===== src/rtl/tpc_pkg.sv =====
`timescale 1ns/1ps
package tpc_pkg;

    typedef enum logic {
        CNT_SRC_CLOCK = 1'b0,
        CNT_SRC_PIN   = 1'b1
    } cnt_src_e;

    typedef enum logic {
        WSEL_LATCH_LO = 1'b0,
        WSEL_COUNT_HI = 1'b1
    } wsel_e;

endpackage


===== src/rtl/tpc_pin_sync.sv =====
`timescale 1ns/1ps
module tpc_pin_sync #(
    parameter int STAGES = 2
) (
    input  logic clk,
    input  logic rst_n,
    input  logic pin_i,
    output logic fall_o
);

    logic [STAGES-1:0] chain_d, chain_q;
    logic              last_d, last_q;

    genvar g;
    for (g = 0; g < STAGES; g++) begin : g_stage
        if (g == 0) begin : g_first
            assign chain_d[g] = pin_i;
        end else begin : g_next
            assign chain_d[g] = chain_q[g-1];
        end
    end

    always_comb begin
        last_d = chain_q[STAGES-1];
    end

    always_ff @(posedge clk or negedge rst_n) begin
        if (!rst_n) begin
            chain_q <= '1;
            last_q  <= 1'b1;
        end else begin
            chain_q <= chain_d;
            last_q  <= last_d;
        end
    end

    assign fall_o = last_q & ~chain_q[STAGES-1];

    AST_EDGE_SINGLE: assert property (@(posedge clk) disable iff (!rst_n)
        fall_o |=> !fall_o);

endmodule


===== src/rtl/tpc_count_core.sv =====
`timescale 1ns/1ps
module tpc_count_core
    import tpc_pkg::*;
#(
    parameter int BYTE_W = 8
) (
    input  logic                  clk,
    input  logic                  rst_n,
    input  logic                  wr_en,
    input  wsel_e                 wr_sel,
    input  logic [BYTE_W-1:0]     wr_data,
    input  cnt_src_e              src,
    input  logic                  pin_fall,
    output logic [2*BYTE_W-1:0]   count_o,
    output logic                  load_o,
    output logic                  fire_o
);

    localparam int CNT_W = 2 * BYTE_W;
    localparam logic [CNT_W-1:0] ONE = CNT_W'(1);

    typedef struct packed {
        logic [CNT_W-1:0]  count;
        logic [BYTE_W-1:0] latch;
        logic              skip;
        logic              armed;
    } core_t;

    core_t cur_q, nxt_d;
    logic  load, latch_wr, step, fire;

    always_comb begin
        nxt_d    = cur_q;
        load     = wr_en && (wr_sel == WSEL_COUNT_HI);
        latch_wr = wr_en && (wr_sel == WSEL_LATCH_LO);
        step     = (src == CNT_SRC_CLOCK) ? !cur_q.skip : pin_fall;
        fire     = 1'b0;

        if (latch_wr) begin
            nxt_d.latch = wr_data;
        end

        if (load) begin
            nxt_d.count = {wr_data, cur_q.latch};
            nxt_d.skip  = (src == CNT_SRC_CLOCK);
            nxt_d.armed = 1'b1;
        end else begin
            nxt_d.skip = 1'b0;
            if (step) begin
                nxt_d.count = cur_q.count - ONE;
                if (cur_q.armed && (cur_q.count == '0)) begin
                    nxt_d.armed = 1'b0;
                    fire        = 1'b1;
                end
            end
        end
    end

    always_ff @(posedge clk or negedge rst_n) begin
        if (!rst_n) begin
            cur_q <= '0;
        end else begin
            cur_q <= nxt_d;
        end
    end

    assign count_o = cur_q.count;
    assign load_o  = load;
    assign fire_o  = fire;

    AST_LOAD_VALUE: assert property (@(posedge clk) disable iff (!rst_n)
        load |=> cur_q.count == {$past(wr_data), $past(cur_q.latch)});

    AST_PIN_FREEZE: assert property (@(posedge clk) disable iff (!rst_n)
        (src == CNT_SRC_PIN && !pin_fall && !load) |=> cur_q.count == $past(cur_q.count));

    AST_PIN_STEP: assert property (@(posedge clk) disable iff (!rst_n)
        (src == CNT_SRC_PIN && pin_fall && !load) |=> cur_q.count == $past(cur_q.count) - ONE);

endmodule


===== src/rtl/tpc_flag_ctl.sv =====
`timescale 1ns/1ps
module tpc_flag_ctl (
    input  logic clk,
    input  logic rst_n,
    input  logic fire_i,
    input  logic load_i,
    input  logic rd_clr_i,
    output logic flag_o
);

    logic flag_d, flag_q;

    always_comb begin
        flag_d = flag_q;
        if (load_i) begin
            flag_d = 1'b0;
        end else if (fire_i) begin
            flag_d = 1'b1;
        end else if (rd_clr_i) begin
            flag_d = 1'b0;
        end
    end

    always_ff @(posedge clk or negedge rst_n) begin
        if (!rst_n) begin
            flag_q <= 1'b0;
        end else begin
            flag_q <= flag_d;
        end
    end

    assign flag_o = flag_q;

    AST_READ_CLEARS: assert property (@(posedge clk) disable iff (!rst_n)
        (rd_clr_i && !fire_i) |=> !flag_o);

    AST_SET_ON_FIRE: assert property (@(posedge clk) disable iff (!rst_n)
        fire_i |=> flag_o);

endmodule


===== src/rtl/tpc_timer.sv =====
`timescale 1ns/1ps
module tpc_timer
    import tpc_pkg::*;
#(
    parameter int BYTE_W      = 8,
    parameter int SYNC_STAGES = 2
) (
    input  logic                clk,
    input  logic                rst_n,
    input  logic                pulse_mode,
    input  logic                ext_pin,
    input  logic                wr_en,
    input  logic                wr_hi,
    input  logic [BYTE_W-1:0]   wr_data,
    input  logic                lo_read,
    output logic [2*BYTE_W-1:0] count_o,
    output logic                flag_o
);

    localparam int CNT_W = 2 * BYTE_W;

    cnt_src_e         src;
    wsel_e            wsel;
    logic             pin_fall, load, fire;
    logic [CNT_W-1:0] count;

    assign src  = pulse_mode ? CNT_SRC_PIN : CNT_SRC_CLOCK;
    assign wsel = wr_hi ? WSEL_COUNT_HI : WSEL_LATCH_LO;

    tpc_pin_sync #(.STAGES(SYNC_STAGES)) u_sync (
        .clk    (clk),
        .rst_n  (rst_n),
        .pin_i  (ext_pin),
        .fall_o (pin_fall)
    );

    tpc_count_core #(.BYTE_W(BYTE_W)) u_core (
        .clk      (clk),
        .rst_n    (rst_n),
        .wr_en    (wr_en),
        .wr_sel   (wsel),
        .wr_data  (wr_data),
        .src      (src),
        .pin_fall (pin_fall),
        .count_o  (count),
        .load_o   (load),
        .fire_o   (fire)
    );

    tpc_flag_ctl u_flag (
        .clk      (clk),
        .rst_n    (rst_n),
        .fire_i   (fire),
        .load_i   (load),
        .rd_clr_i (lo_read),
        .flag_o   (flag_o)
    );

    assign count_o = count;

    AST_FLAG_AT_WRAP: assert property (@(posedge clk) disable iff (!rst_n)
        $rose(flag_o) |-> count_o == '1);

    AST_LOAD_CLEARS: assert property (@(posedge clk) disable iff (!rst_n)
        (wr_en && wr_hi) |=> !flag_o);

endmodule


===== config.mk =====
export PLATFORM = sky130hd
export DESIGN_NAME = tpc_timer
export DESIGN_NICKNAME = d
export VERILOG_FILES = /design/src/rtl/tpc_pkg.sv /design/src/rtl/tpc_pin_sync.sv /design/src/rtl/tpc_count_core.sv /design/src/rtl/tpc_flag_ctl.sv /design/src/rtl/tpc_timer.sv
export SDC_FILE = /design/constraint.sdc
export NUM_CORES = 1
export LEC_CHECK = 0
export BUFFER_PORTS_ARGS = -buffer_cell sky130_fd_sc_hd__buf_2
export CORE_MARGIN = 10
export CORE_UTILIZATION = 54
export DETAILED_ROUTE_END_ITERATION = 7
export GPL_ROUTABILITY_DRIVEN = 1
export MAX_ROUTING_LAYER = met4
export PLACE_DENSITY = 0.78
export SLEW_MARGIN = 40
export SYNTH_ARGS = -nofsm -noshare
export SYNTH_HDL_FRONTEND = slang
export SYNTH_SLANG_ARGS = --single-unit
export TNS_END_PERCENT = 1

===== constraint.sdc =====
create_clock -name clk -period 2.1 [get_ports clk]
set_input_delay 0.105 -clock clk [delete_from_list [all_inputs] [get_ports clk]]
set_output_delay 0.105 -clock clk [all_outputs]
set_load 0.01 [all_outputs]

==> results of run 1 <==
## cell type report
| type | instances | share of cell area (%) |
|---|---|---|
| inverters | 4 | 0.8191 |
| repair buffers | 44 | 14.47 |
| multi-input cells | 105 | 37.13 |
| clock buffers | 8 | 4.300 |
| flip-flops and latches | 30 | 41.16 |
| well taps | 31 | 2.116 |
## cell families (layout without fill, tap and decap cells)
group | after synthesis | count (layout)
AOI/OAI and AO/OA | 35 | 35
xor gates and xnor gates | 4 | 4
adders and majority gates | 1 | 1
buffers and inverters | 26 | 56
DFF | 30 | 30
muxes | 8 | 8
and+or+nand+nor | 57 | 57
## worst register-to-register path, stage by stage, from the launching register on
cell     delay [ps]
dfrtp_1         420
or4_1           540
or3_1           370
or4_1           410
a31oi_1         170
## final timing paths
kind / from / endpoint / slack (ps)
hold / removal: wr_data[5] / u_core.cur_q[7] / 9
setup / recovery: u_core.count_o[12] / u_core.count_o[15] / 110
setup reg to reg: u_core.count_o[12] / u_core.count_o[15] / 110
min in group asynchronous: rst_n / u_core.cur_q[6] / 310
hold reg to reg: u_sync.chain_q[0] / u_sync.chain_q[1] / 360
max in group asynchronous: rst_n / u_core.count_o[1] / 1350
## registers in the layout (all words and copies together) (netlist names)
| signal | flops |
|---|---|
| u_flag.flag_o | 1 |
| u_core.cur_q | 10 |
| u_sync.last_q | 1 |
| u_core.count_o | 16 |
| u_sync.chain_q | 2 |
## cells in the final DEF (no fill, tap or decap), types with 3 or more instances in the layout
master and count:
dfstp_2 3, or3_1 4, nor4_1 5, a21oi_1 5
buf_4 8, nor2_1 17, or2_2 4, mux2_2 8
o211ai_1 3, dlygate4sd3_1 5, nand3_1 4, o21ai_0 7
o31ai_1 3, or4_1 5, clkbuf_4 5, buf_2 31
nand2_1 7, clkbuf_8 3, inv_1 4, a31oi_1 7
dfrtp_1 27
## power groups by stage
stage / combinational (mW) / clock [mW] / sequential [mW]
floorplan: 0.371 / 0 / 0.767
detailed placement: 0.440 / 0 / 0.790
CTS: 0.449 / 0.439 / 0.779
global route: 0.498 / 0.463 / 0.798
finish: 0.441 / 0.435 / 0.779
global placement: 0.426 / 0 / 0.782
## repair_timing
action,in CTS,in global routing
endpoints found under the setup margin,0,0
hold buffers,5,0
hold endpoints to repair,31,0
## stage by stage
step / hold WS, ps / utilization (%)
3_5_place_dp: 167.2 / 60.75
2_1_floorplan: -190.6 / -
6_report: 8.607 / 65.34
4_1_cts: 6.256 / 65.34
3_3_place_gp: 163.4 / 60.75
5_1_grt: 4.259 / 65.34
## per-layer routing
metal | global-route usage (%) | share of wire, % | up-vias
li1 | - | - | 632
met1 | 16.48 | 42 | 619
met2 | 22.57 | 49 | 50
met3 | 3.942 | 6.3 | 10
met4 | 7.983 | 2.3 | 0
met5 | - | 0 | -
==> results.md, run 1 <==
- Clock Pin Slew Worst Setup and Hold Paths: 100 ps
- CTS tree: built
- WP buf/inv: 0
- Antenna cells: 0
- Cells after Synth: 161
- Post-DP HPWL: 2.663 mm
- Avg WL per Cell: 16.22 µm
- Area share of the largest cell type after synthesis: 41.89%
- ANT nets after route: 0
- Area Growth Syn to Fin: 13.65%
- Most used DFF post-synth: dfrtp_1
- Core Area: 2805 µm²
- Max IR drop VDD: 0.5860 mV
- DIE WIDTH: 74.65 µm
- Largest area contributor in the netlist: dfrtp_1
- Overall routing resource usage: 14.44%
- Clock root cell: clkbuf_4
- GRT overflow: 0
- Element type at the critical path end: register
- Vert. Die Dim: 74.65 µm
- Top cells by area, synth: dfrtp_1 42%, buf_4 7.4%, mux2_2 5.6%
- Total instance count after detailed placement: 209
- Largest net degree at the start of global routing: 31
- Adder-cell share of the synthesized area: 0.7758%
- Wire length of the first global-routing pass: 6.065 mm
- Final period utilization: 94.57%
- Top cells by count, synth: 27 x dfrtp_1, 17 x nor2_1, 16 x buf_4, 8 x mux2_2
- Net switching power: 0.5499 mW
- Skew final: 8.864 ps
- Async S/R FF share, synth: 100.0%
- CP delay by family, top: simple AND/OR/NAND/NOR gates
- WP depth: 4
- Leak: 0.7938 nW
- DR vias: 1311
- Final TNS setup: 0 ps
- Final setup viols: 0
- Clk_lat worst skew: 340 ps
- Nets@finish: 206
- # DRC: 0
- Number of global-route vias before repair: 1320
- Slowest-stage cell, CP: or4_1
- Port Buffers: 31
- Clk buf depth: 2
- Share of layout cells above drive strength 1: 33.51%
- Top Ports: 32
- Multi-input logic area: 680.7 µm²
- Compound-gate portion of the synthesized area: 14.51%
- Worst hold path class: input port to register
- RSZ-0062 raised after global routing: no
- Htree depth: 2
- Worst-margin pin slew: 652.2 ps
- Sequential Area: 754.5 µm²
- Count leader, synth: dfrtp_1
- Final hold vios: 0
- Final WS setup: 114.1 ps
- Crit Path Max Fanout: 5
- Setup crit start kind: register
- Outcome: complete, no violations
- Simple-Gate Fraction of Synth Area: 19.16%
- Pins Over Slew Limit: 0
- Number of synthesized flops with an enable pin: 0
- Ys Warns: 0
- Pwr Total: 1.656 mW
- FP Rows: 19
- Post-CTS Setup Inserts: 0
- Post-synthesis mux area share: 5.586%
- Crit Path Class: register to register
- DR vias/cell: 5.905
- Synth cell types: 40
- Initial antenna violation count: 0
- Largest family of logic cells by synthesized area: simple AND/OR/NAND/NOR gates
- Initial Util: 57.49%
- Final Non-Filler Cells: 222
- Num Clock Sinks: 30
- GP Congestion: 0.8635
- Cell Pwr Density: 903.3 nW/µm²
- Design area: 1833 µm²
- 1st-iter DRT viols: 111
- R2R depth: 4
- Switch share: 33.22%
- Worst Setup Slack post-DPL: 148.8 ps
- WP data required: 2370 ps
- Total internal power: 1.106 mW
- Comb pwr share: 26.6%
- Filler cells: 251
- Syn Nets: 177
- Synth Area in XOR/XNOR: 2.172%
- Headroom to the max-slew limit: 56.52%
- Sequential power share: 47.1%
- Cell chain of the critical path: or4_1 > or3_1 > or4_1 > a31oi_1
- Sequential fraction of the synthesis area: 46.78%
- Clk pwr share: 26.3%
- Peak Freq: 0.5035 GHz
- Die ar.: 5573 µm²
- WP data arrival: 2250 ps
- Placed standard-cell area: 1704 µm²
- Mapped cell area: 1613 µm²
- Crit path largest cell delay: 540 ps
- Hold Path Cell Cnt: 2
- TritonCTS Buffers: 5
- Yosys reg bits: 30
- Resized cells post-CTS: 0
- Mean Syn Cell Area: 10.02 µm²
- Max_cap viols: 0
- Most used cell, CP: or4_1
- Drt pass-1 iters: 4
- Post-detailed-routing wire length: 3.601 mm
- Min cycle time layout: 1986 ps
Note: power is estimated with default switching activity, not from simulation.
==> run 2, diff against run 1 <==
GPL_TIMING_DRIVEN = 0   (was not set)
RECOVER_POWER = 25   (was not set)
clock period = 1.9 ns   (was 2.1 ns; I/O delays follow)
==> results.md, run 2 (synthesized netlist as in run 1, its figures left out) <==
- Outcome: finished with violations (was complete, no violations)
- Failing checks: setup timing
- WP buf/inv: 0 (unchanged)
- Final setup viols: 2 (was 0)
- Top Ports: 32 (unchanged)
- GRT overflow: 0 (unchanged)
- DIE WIDTH: 74.65 µm (unchanged)
- DR vias/cell: 5.812 (was 5.905)
- Element type at the critical path end: register (unchanged)
- Most used routing layer: met2 (unchanged)
- RR Startpoint: u_core.count_o[12] (unchanged)
- Met1 usage: 17.84% (was 16.48%)
- Clk buf depth: 2 (unchanged)
- GP Congestion: 0.8474 (was 0.8635)
- Die ar.: 5573 µm² (unchanged)
- Area Growth Syn to Fin: 23.35% (was 13.65%)
- DR vias: 1389 (was 1311)
- Core Area: 2805 µm² (unchanged)
- Num Clock Sinks: 30 (unchanged)
- Clock Pin Slew Worst Setup and Hold Paths: 90 ps (was 100 ps)
- Peak Freq: 0.5122 GHz (was 0.5035 GHz)
- Crit Path Class: register to register (unchanged)
- R2R depth: 4 (unchanged)
- Final period utilization: 102.8% (was 94.57%)
- Crit path largest cell delay: 550 ps (was 540 ps)
- Final WS setup: -52.32 ps (was 114.1 ps)
- ANT nets after route: 0 (unchanged)
- Met3 Use GR: 4.468% (was 3.942%)
- WP depth: 4 (unchanged)
- Htree depth: 2 (unchanged)
- 1st-iter DRT viols: 75 (was 111)
- Cell chain of the critical path: or4_4 > or3_4 > or4_1 > a31oi_1 (was or4_1 > or3_1 > or4_1 > a31oi_1)
- Max IR drop VDD: 0.5822 mV (was 0.5860 mV)
- CTS tree: built (unchanged)
- Multi-input logic area: 704.4 µm² (was 680.7 µm²)
- Worst hold start: wr_data[3] (was wr_data[5])
- Reg2Reg Capture Point: u_core.count_o[15] (unchanged)
- Worst hold path class: input port to register (unchanged)
- Filler cells: 212 (was 251)
- Cell Pwr Density: 986.7 nW/µm² (was 903.3 nW/µm²)
- Crit Path Max Fanout: 3 (was 5)
- Hold Path Cell Cnt: 2 (unchanged)
- WP data required: 2150 ps (was 2370 ps)
- Initial Util: 57.49% (unchanged)
- RSZ-0062 raised after global routing: yes (was no)
- Max_cap viols: 0 (unchanged)
- Worst Hold End: u_core.cur_q[5] (was u_core.cur_q[7])
- Overall routing resource usage: 15.57% (was 14.44%)
- Share of layout cells above drive strength 1: 39.42% (was 33.51%)
- Wire length of the first global-routing pass: 6.527 mm (was 6.065 mm)
- Drt pass-1 iters: 6 (was 4)
- Most common cell after layout, fill and taps aside: buf_2 (unchanged)
- # DRC: 0 (unchanged)
- Initial antenna violation count: 0 (unchanged)
- FP Rows: 19 (unchanged)
- Vert. Die Dim: 74.65 µm (unchanged)
- Slowest-stage cell, CP: or4_4 (was or4_1)
- Most frequent cells in the layout: 29 x buf_2, 25 x dfrtp_1, 19 x buf_4 (was 31 x buf_2, 27 x dfrtp_1, 17 x nor2_1)
- Met2 GRT Util: 25.17% (was 22.57%)
- Max reg flops: 16 (unchanged)
- Port Buffers: 31 (unchanged)
- Number of global-route vias before repair: 1384 (was 1320)
- Setup slack, reg-to-reg: -50 ps (was 110 ps)
- Worst-margin pin slew: 735.3 ps (was 652.2 ps)
- Clk_lat worst skew: 330 ps (was 340 ps)
- Antenna cells: 0 (unchanged)
- Post-DP HPWL: 2.743 mm (was 2.663 mm)
- Leak: 0.8679 nW (was 0.7938 nW)
- Pins Over Slew Limit: 0 (unchanged)
- WHS: 10.55 ps (was 8.607 ps)
- Min cycle time layout: 1952 ps (was 1986 ps)
- Final hold vios: 0 (unchanged)
- Final TNS setup: -72.05 ps (was 0 ps)
- Sequential Area: 757.0 µm² (was 754.5 µm²)
- Skew final: 2.611 ps (was 8.864 ps)
- Post-detailed-routing wire length: 3.979 mm (was 3.601 mm)
- Setup crit start kind: register (unchanged)
- Nets@finish: 223 (was 206)
- Avg WL per Cell: 16.65 µm (was 16.22 µm)
- Headroom to the max-slew limit: 50.98% (was 56.52%)
- WP data arrival: 2200 ps (was 2250 ps)
- CP delay by family, top: simple AND/OR/NAND/NOR gates (unchanged)
- Largest net degree at the start of global routing: 31 (unchanged)
- TritonCTS Buffers: 5 (unchanged)
- Clock root cell: clkbuf_4 (unchanged)
[run 2: changes by cell type in the layout (fill, tap and decap cells not counted), moves of 2 or more]
cell | previous run | this run
clkbuf_8 | 3 | 5
clkbuf_1 | 0 | 4
dfrtp_1 | 27 | 25
dfrtp_2 | 0 | 2
buf_2 | 31 | 29
buf_4 | 8 | 19
[run 2: repair_timing]
action	4_1_cts	5_1_grt
pin swaps	1	0
endpoints found under the setup margin	5	5
buffers inserted	3	0
gates resized for setup	4	3
endpoints found under the hold margin	32	0
hold buffers	6	0
[run 2: where the power goes]
group	internal [mW]	leakage (nW)	switching, mW	total (mW)
registers	0.749	0.340	0.123	0.872
clock network	0.253	0.0446	0.220	0.473
logic	0.321	0.483	0.297	0.618
[run 2: through the flow]
stage	utilization, %	instances	worst slack, ps	area [µm²]	power, mW
after global placement	64.41	223	-61.90	1807	1.436
after CTS	70.43	239	-65.27	1976	1.955
final	70.92	239	-52.32	1989	1.963
after floorplan	-	161	38.59	1613	1.257
after global routing	70.92	239	-109.4	1989	2.087
after detailed placement	64.41	223	-153.8	1807	1.462
[run 2: area by class of cell]
class,count,share of cell area (%)
Tap cell,31,1.950
Multi-Input combinational cell,105,35.41
Sequential cell,30,38.05
Timing Repair Buffer,40,11.89
Buffer,21,7.987
Clock buffer,8,3.962
Inverter,4,0.7547
[run 2: worst max path at each step]
stage | start | to | slack [ps]
2_1_floorplan | u_core.count_o[12] | u_core.count_o[15] | 40
3_3_place_gp | u_core.count_o[12] | u_core.count_o[15] | -60
3_5_place_dp | u_core.count_o[12] | u_core.count_o[15] | -150
4_1_cts | u_core.count_o[12] | u_core.count_o[15] | -70
5_1_grt | u_core.count_o[12] | u_core.count_o[15] | -110
6_report | u_core.count_o[12] | u_core.count_o[15] | -50
[run 2: routing by layer]
metal | up-vias | share of wire, % | routed length (µm)
li1 | 663 | - | -
met1 | 679 | 45 | 1771
met2 | 41 | 49 | 1940
met3 | 6 | 5.4 | 214
met4 | 0 | 1.3 | 52
met5 | - | 0 | 0
